[config.mk]
export PLATFORM = sky130hd
export DESIGN_NAME = irqs_status_reg
export DESIGN_NICKNAME = d
export VERILOG_FILES = /design/src/rtl/irqs_pkg.sv /design/src/rtl/irqs_sticky_flag.sv /design/src/rtl/irqs_eop_timer.sv /design/src/rtl/irqs_status_reg.sv
export SDC_FILE = /design/constraint.sdc
export NUM_CORES = 1
export LEC_CHECK = 0
export ABC_AREA = 1
export BUFFER_PORTS_ARGS = -buffer_cell sky130_fd_sc_hd__buf_2
export CAP_MARGIN = 10
export CELL_PAD_IN_SITES_DETAIL_PLACEMENT = 1
export CELL_PAD_IN_SITES_GLOBAL_PLACEMENT = 1
export CORE_UTILIZATION = 24
export DETAILED_ROUTE_END_ITERATION = 8
export PLACE_DENSITY = 0.8
export SLEW_MARGIN = 15
export SYNTH_ARGS = -nofsm -noshare
export SYNTH_HDL_FRONTEND = slang
export SYNTH_SLANG_ARGS = --single-unit
[constraint.sdc]
create_clock -name clk -period 2.1 [get_ports clk]
set_input_delay 0.21 -clock clk [delete_from_list [all_inputs] [get_ports clk]]
set_output_delay 0.21 -clock clk [all_outputs]
set_load 0.02 [all_outputs]
[src/rtl/irqs_pkg.sv]
package irqs_pkg;
    localparam int unsigned DATA_W  = 8;
    localparam int unsigned BIT_BLK = 7;
    localparam int unsigned BIT_ENV = 6;
    localparam int unsigned BIT_EOP = 5;
    localparam int unsigned BIT_TXC = 3;
    localparam logic [DATA_W-1:0] IRQ_SOURCES = (DATA_W'(1) << BIT_BLK) | (DATA_W'(1) << BIT_TXC);
endpackage

[src/rtl/irqs_sticky_flag.sv]
module irqs_sticky_flag #(
    parameter bit EDGE_MODE = 1'b0
) (
    input  logic clk,
    input  logic rst,
    input  logic src_in,
    input  logic clr,
    output logic flag_o
);
    typedef struct packed {
        logic flag;
    } st_t;

    st_t  s_d, s_q;
    logic evt;

    generate
        if (EDGE_MODE) begin : g_edge
            logic prev_d, prev_q;
            always_comb prev_d = src_in;
            always_ff @(posedge clk) begin
                if (rst) prev_q <= 1'b0;
                else     prev_q <= prev_d;
            end
            assign evt = src_in ^ prev_q;
        end else begin : g_level
            assign evt = src_in;
        end
    endgenerate

    always_comb begin
        s_d      = s_q;
        s_d.flag = evt | (s_q.flag & ~clr);
    end

    always_ff @(posedge clk) begin
        if (rst) s_q <= '0;
        else     s_q <= s_d;
    end

    assign flag_o = s_q.flag;


    evt_sets_chk: assert property (@(posedge clk) disable iff (rst) evt |=> flag_o);

    clr_clears_chk: assert property (@(posedge clk) disable iff (rst) (clr && !evt) |=> !flag_o);

    hold_chk: assert property (@(posedge clk) disable iff (rst) (flag_o && !clr) |=> flag_o);
endmodule

[src/rtl/irqs_eop_timer.sv]
module irqs_eop_timer #(
    parameter int unsigned STROBES = 4
) (
    input  logic clk,
    input  logic rst,
    input  logic near_center,
    input  logic bit_tick,
    output logic eop_o
);
    localparam int unsigned CW = $clog2(STROBES + 1);
    localparam logic [CW-1:0] FULL = CW'(STROBES);

    typedef struct packed {
        logic [CW-1:0] cnt;
    } tm_t;

    tm_t t_d, t_q;

    always_comb begin
        t_d = t_q;
        if (!near_center)
            t_d.cnt = '0;
        else if (bit_tick && (t_q.cnt != FULL))
            t_d.cnt = t_q.cnt + 1'b1;
    end

    always_ff @(posedge clk) begin
        if (rst) t_q <= '0;
        else     t_q <= t_d;
    end

    assign eop_o = (t_q.cnt == FULL);


    drop_chk: assert property (@(posedge clk) disable iff (rst) !near_center |=> !eop_o);

    keep_chk: assert property (@(posedge clk) disable iff (rst) (eop_o && near_center) |=> eop_o);

    no_tick_no_rise_chk: assert property (@(posedge clk) disable iff (rst) (!eop_o && !bit_tick) |=> !eop_o);
endmodule

[src/rtl/irqs_status_reg.sv]
module irqs_status_reg
    import irqs_pkg::*;
#(
    parameter int unsigned          ADDR_W      = 8,
    parameter logic [ADDR_W-1:0]    REG_ADDR    = 8'h05,
    parameter int unsigned          EOP_STROBES = 4
) (
    input  logic              clk,
    input  logic              rst,
    input  logic [ADDR_W-1:0] bus_addr,
    input  logic              bus_rd,
    output logic [DATA_W-1:0] bus_rdata,
    input  logic              blk_done,
    input  logic              tx_rf_en,
    input  logic              env_present,
    input  logic              near_center,
    input  logic              bit_tick,
    input  logic [DATA_W-1:0] mask_reg,
    output logic              irq
);
    logic              rd_hit;
    logic              blk_flag, txc_flag, eop_bit;
    logic [DATA_W-1:0] stat;

    assign rd_hit = bus_rd && (bus_addr == REG_ADDR);

    irqs_sticky_flag #(.EDGE_MODE(1'b0)) u_blk (
        .clk(clk), .rst(rst), .src_in(blk_done), .clr(rd_hit), .flag_o(blk_flag)
    );

    irqs_sticky_flag #(.EDGE_MODE(1'b1)) u_txc (
        .clk(clk), .rst(rst), .src_in(tx_rf_en), .clr(rd_hit), .flag_o(txc_flag)
    );

    irqs_eop_timer #(.STROBES(EOP_STROBES)) u_eop (
        .clk(clk), .rst(rst), .near_center(near_center), .bit_tick(bit_tick), .eop_o(eop_bit)
    );

    always_comb begin
        stat          = '0;
        stat[BIT_BLK] = blk_flag;
        stat[BIT_ENV] = env_present;
        stat[BIT_EOP] = eop_bit;
        stat[BIT_TXC] = txc_flag;
    end

    assign bus_rdata = rd_hit ? stat : '0;
    assign irq       = |(stat & mask_reg & IRQ_SOURCES);


    unused_zero_chk: assert property (@(posedge clk) disable iff (rst) (bus_rdata & 8'h17) == 8'h00);

    env_live_chk: assert property (@(posedge clk) disable iff (rst) rd_hit |-> (bus_rdata[BIT_ENV] == env_present));

    idle_bus_chk: assert property (@(posedge clk) disable iff (rst) !rd_hit |-> (bus_rdata == 8'h00));

    masked_off_chk: assert property (@(posedge clk) disable iff (rst) (!mask_reg[BIT_BLK] && !mask_reg[BIT_TXC]) |-> !irq);

    read_drops_irq_chk: assert property (@(posedge clk) disable iff (rst) (rd_hit && !blk_done && $stable(tx_rf_en)) |=> !irq);
endmodule

==> flow_summary.toml, run 1 <==
[critical_path]
critPathRequiredTime_ps = 1890
end_kind = "primary output"
cp-start-kind = "register"
crit_type = "register to primary output"
crit_fanout = 3
crit_arrival_ps = 1150

[clock_tree]
tritoncts = "yes"
clk_latency_ps = 240
cts_buffers = 3
clk_pin_slew_ps = 40
h-tree-depth = 1
cts_sinks = 6
cts-root-buf = "clkbuf_4"
cts_resized = 0
postCtsHoldBufs = 0
cts_max_path_buffers = 2
postCtsSetupRepairBufs = 0

[grt]
grt_pass1_wl_mm = 1.44
grt_max_degree = 7
grt_use_total = 0.114
grt_pass1_vias = 386
globalRouteOverflowTotal = 0
antenna_found_initial = 0

[yosys]
yosysUniqueCellTypes = 17
synth-edff-count = 0
synth_top_cell_area_share = 0.308
synth_area_leaders = "dfxtp_1, inv_1, buf_4"
synthArstFlopShare = 0
syn-instance-count = 56
synth_ff_type = "dfxtp_1"
ys_ff_latch = 6
ys_seq_area_frac = 0.308
ys_warn_count = 0
synth.most_common_cell = "inv_1"
yosysTopAreaCell = "dfxtp_1"
synth_commonest_cells = "inv_1, nor2_1, dfxtp_1"
avgSynthCellArea_um2 = 6.97
syn-cell-area_um2 = 390

[cells_and_area]
diodes = 0
final_cell_area_um2 = 524
area_growth_syn_to_layout_pct = 34.3
final_nets = 108
layout-drive-gt1-share = 0.400

[power_and_ir_drop]
power.switching_mw = 0.0720
sw_frac_of_total = 0.256
internal_power_mw = 0.209
p_comb_frac = 0.191
p_per_area_nw_per_um2 = 536
p_clk_frac = 0.367
p_seq_frac = 0.442
ir_drop_mv = 0.229
p_leak_nw = 0.300

[floorplan]
dieWidth_um = 42.3
die-area_um2 = 1790
placement_rows = 14
start_util = 0.259
core_um2 = 1510
io_pins = 33
die_h_um = 42.3

[run_status]
outcome = "finished, final reports clean"

[placed_design]
placement.io_buffers = 22
routabilityCongestion = 0.694
dp_hpwl_um = 743
postPlaceCellArea_um2 = 502

[sta]
skew_ps = 0.180
fmax_mhz = 734
setup_viol_count_final = 0
min_period_ps = 1360
slew_viol_final = 0
grt_setup_unrepaired = "false"
tns_ps = 0
hold_viol = 0
min_period_over_period = 0.649

[detailed_routing]
routed_wl_um = 831
vias = 396
first_pass_iters = 2
drc_errors = 0
drtAntennaViolNets = 0
vias_per_cell = 4.13
avgRoutedWirePerCell_um = 8.66
first_iter_violations = 3

[flow_run]
maxCapViolations = 0

[hold_path]
hp-class = "input port to register"
==> worst paths after layout <==
check	start	endpoint	slack, ps	cells past startpoint
min reg2reg	u_txc.flag_o$_SDFF_PP0_	u_txc.flag_o$_SDFF_PP0_	490	2
min	tx_rf_en	u_txc.g_edge.prev_q$_SDFF_PP0_	200	3
max	u_eop.t_q[0]$_SDFFE_PP0P_	bus_rdata[5]	740	5
max reg2reg	u_eop.t_q[0]$_SDFFE_PP0P_	u_eop.t_q[2]$_SDFFE_PP0P_	970	8
==> cell type report <==
type	count	area (µm²)
well taps	16	20.0
clock buffers	3	22.5
fillers	212	982
flip-flops and latches	6	120
inverters	15	56.3
repair buffers	22	110
multi-input cells	34	195
==> cell families (layout without fill, tap and decap cells) <==
logic type,after synthesis,after routing,share of synthesized area
AO/OA/AOI/OAI,9,9,0.135
XOR/XNOR,1,1,0.0224
adder cells (fa/ha/maj),2,2,0.0641
buffers and inverters,19,40,0.221
flip-flops,6,6,0.308
other,1,4,0.00961
AND/OR/NAND/NOR,18,18,0.240
==> metrics by stage <==
| step | hold slack, ps | total power [mW] | instances | utilization | worst slack [ps] |
|---|---|---|---|---|---|
| after floorplan | 279 | 0.163 | 59 | - | 995 |
| after global placement | 446 | 0.178 | 93 | 0.333 | 947 |
| after detailed placement | 455 | 0.181 | 93 | 0.333 | 942 |
| after CTS | 197 | 0.288 | 96 | 0.348 | 712 |
| after global routing | 197 | 0.309 | 96 | 0.348 | 671 |
| final | 201 | 0.281 | 96 | 0.348 | 737 |
==> power groups by stage <==
stage	Combinational [mW]	Clock, mW	Sequential, mW
global route	0.0613	0.123	0.125
finish	0.0537	0.103	0.124
CTS	0.0547	0.109	0.124
global placement	0.0520	0	0.126
floorplan	0.0373	0	0.125
detailed placement	0.0545	0	0.126
==> metal layers <==
layer	vias up	track usage	wire (µm)
met5	-	0	0
met4	0	0.131	37
met3	4	0.0259	50
met2	16	0.188	417
met1	171	0.106	325
li1	205	-	-
==> state kept, by name (all words and copies together) (netlist names) <==
name                 flops
u_blk.flag_o             1
u_eop.t_q                3
u_txc.flag_o             1
u_txc.g_edge.prev_q      1
==> critical path, cell delays in order, from the launching register on <==
cell     delay [ps]
dfxtp_1         310
inv_1            90
ha_1            170
nand2_2          80
nor2_1           90
buf_2           170
==> layout by cell type, fill, tap and decap left out <==
master and instances:
nand2_4 1, a21oi_1 5, nand2_2 2, buf_2 22, inv_1 14, o21ai_0 2
dfxtp_1 6, inv_2 1, conb_1 4, nand2_1 5, xnor2_1 1, nor2_1 8
clkbuf_4 3, ha_1 2, nand3_2 1, o21ai_2 1, a22o_1 1, nor2_4 1
(Power assumes the default switching activity.)
==> run 2, diff against run 1 <==
CORE_UTILIZATION = 22   (was 24)
PLACE_DENSITY = 0.74   (was 0.8)
clock period = 1.4 ns   (was 2.1 ns; I/O delays follow)
==> flow_summary.toml, run 2 (synthesis gave the netlist of run 1 again) <==
[floorplan]
start_util = 0.248
die_h_um = 44.1
core_um2 = 1580
die-area_um2 = 1950
io_pins = 33
placement_rows = 14
dieWidth_um = 44.1

[clock_tree]
clk_latency_ps = 250
clk_pin_slew_ps = 50
cts_sinks = 6
cts-root-buf = "clkbuf_4"
cts_buffers = 3
tritoncts = "yes"
h-tree-depth = 1
cts_max_path_buffers = 2

[critical_path]
crit_type = "register to primary output"
crit_chain = "inv_1 > ha_1 > nand2_2 > nor2_1 > buf_4"
crit_arrival_ps = 1160
critPathRequiredTime_ps = 1260
cp-start-kind = "register"
max_stage_delay_ps = 330
end_kind = "primary output"
worst-path-buf-inv = 2
crit_fanout = 3
cpLargestDelayFamily = "flip-flops"
cp_slowest_cell = "dfxtp_1"

[detailed_routing]
avgRoutedWirePerCell_um = 9.40
drc_errors = 2
vias = 393
drtAntennaViolNets = 0
vias_per_cell = 4.09
routed_wl_um = 902
first_pass_iters = 6
first_iter_violations = 3

[sta]
grt_setup_unrepaired = "false"
slew_viol_final = 0
tns_ps = 0
hold_viol = 0
fmax_mhz = 767
min_period_ps = 1300
setup_viol_count_final = 0
min_period_over_period = 0.931
timing.hold.ws_ps = 124
skew_ps = 0.234

[cells_and_area]
largest_reg_flops = 3
stdcell_count = 96
diodes = 0
layout-drive-gt1-share = 0.400
final_common_cell = "buf_2"
final_cell_mix = "buf_2, inv_1, nor2_1"
final_core_util = 0.334
area_growth_syn_to_layout_pct = 34.9
final_nets = 108
largest_register = "u_eop.t_q"

[run_status]
violations = "design-rule violations"
outcome = "complete, but fails checks"

[grt]
grt_max_degree = 7
antenna_found_initial = 0
top_usage_layer = "met2"
globalRouteOverflowTotal = 0
grt_pass1_wl_mm = 1.55
grt_use_total = 0.112
use_met2 = 0.215
grt_pass1_vias = 393
gr-usage-met3 = 0.0245
grt_util_met1 = 0.105

[placed_design]
routabilityCongestion = 0.604
dp_hpwl_um = 673
placement.io_buffers = 22
placed_cells = 93

[power_and_ir_drop]
ir_drop_mv = 0.291
p_leak_nw = 0.300
p_per_area_nw_per_um2 = 815

[flow_run]
maxCapViolations = 0

[hold_path]
hp-class = "input port to register"
run 2: cell count changes in the layout (fill, tap and decap cells not counted):
cell / delta
buf_2: -1
buf_4: +1
run 2: timing repair:
action,in CTS,in global routing
setup buffers,0,0
gates resized for setup,0,1
hold buffers,0,0
endpoints found under the setup margin,0,1
run 2: layer usage:
layer  vias up  part of all wire
li1        204                 -
met1       176              0.37
met2        13              0.58
met3         0             0.049
met4         0                 0
met5         -                 0
run 2: worst paths after layout:
check	startpoint	end	slack [ps]	cells past startpoint
setup / recovery	u_eop.t_q[0]$_SDFFE_PP0P_	bus_rdata[5]	100	5
hold / removal	tx_rf_en	u_txc.g_edge.prev_q$_SDFF_PP0_	120	3
setup reg to reg	u_eop.t_q[0]$_SDFFE_PP0P_	u_eop.t_q[1]$_SDFFE_PP0P_	200	6
hold reg to reg	u_blk.flag_o$_SDFF_PP0_	u_blk.flag_o$_SDFF_PP0_	490	2
run 2: layout make-up:
cell class / instances / area (µm²)
Clock buffer: 3 / 22.5
Fill cell: 219 / 1050
Inverter: 15 / 56.3
Multi-Input combinational cell: 34 / 195
Sequential cell: 6 / 120
Tap cell: 16 / 20.0
Timing Repair Buffer: 22 / 113
run 2: through the flow:
| stage | power, mW | setup WS [ps] | area [µm²] |
|---|---|---|---|
| detailed placement | 0.270 | 286 | 502 |
| CTS | 0.440 | 61.0 | 524 |
| global placement | 0.267 | 304 | 502 |
| floorplan | 0.244 | 363 | 402 |
| global route | 0.455 | 4.21 | 527 |
| finish | 0.429 | 96.9 | 527 |
run 2: report_power, final:
part | total, mW | leakage, nW | switching, mW | internal, mW
registers | 0.186 | 0.0496 | 0.00591 | 0.181
logic | 0.0816 | 0.237 | 0.0456 | 0.0360
clock network | 0.161 | 0.0138 | 0.0641 | 0.0971
total | 0.429 | 0.300 | 0.116 | 0.314
run 2: worst min-delay path, cell delays in order:
cell	delay [ps]
buf_2	110
inv_1	50
nor2_1	30
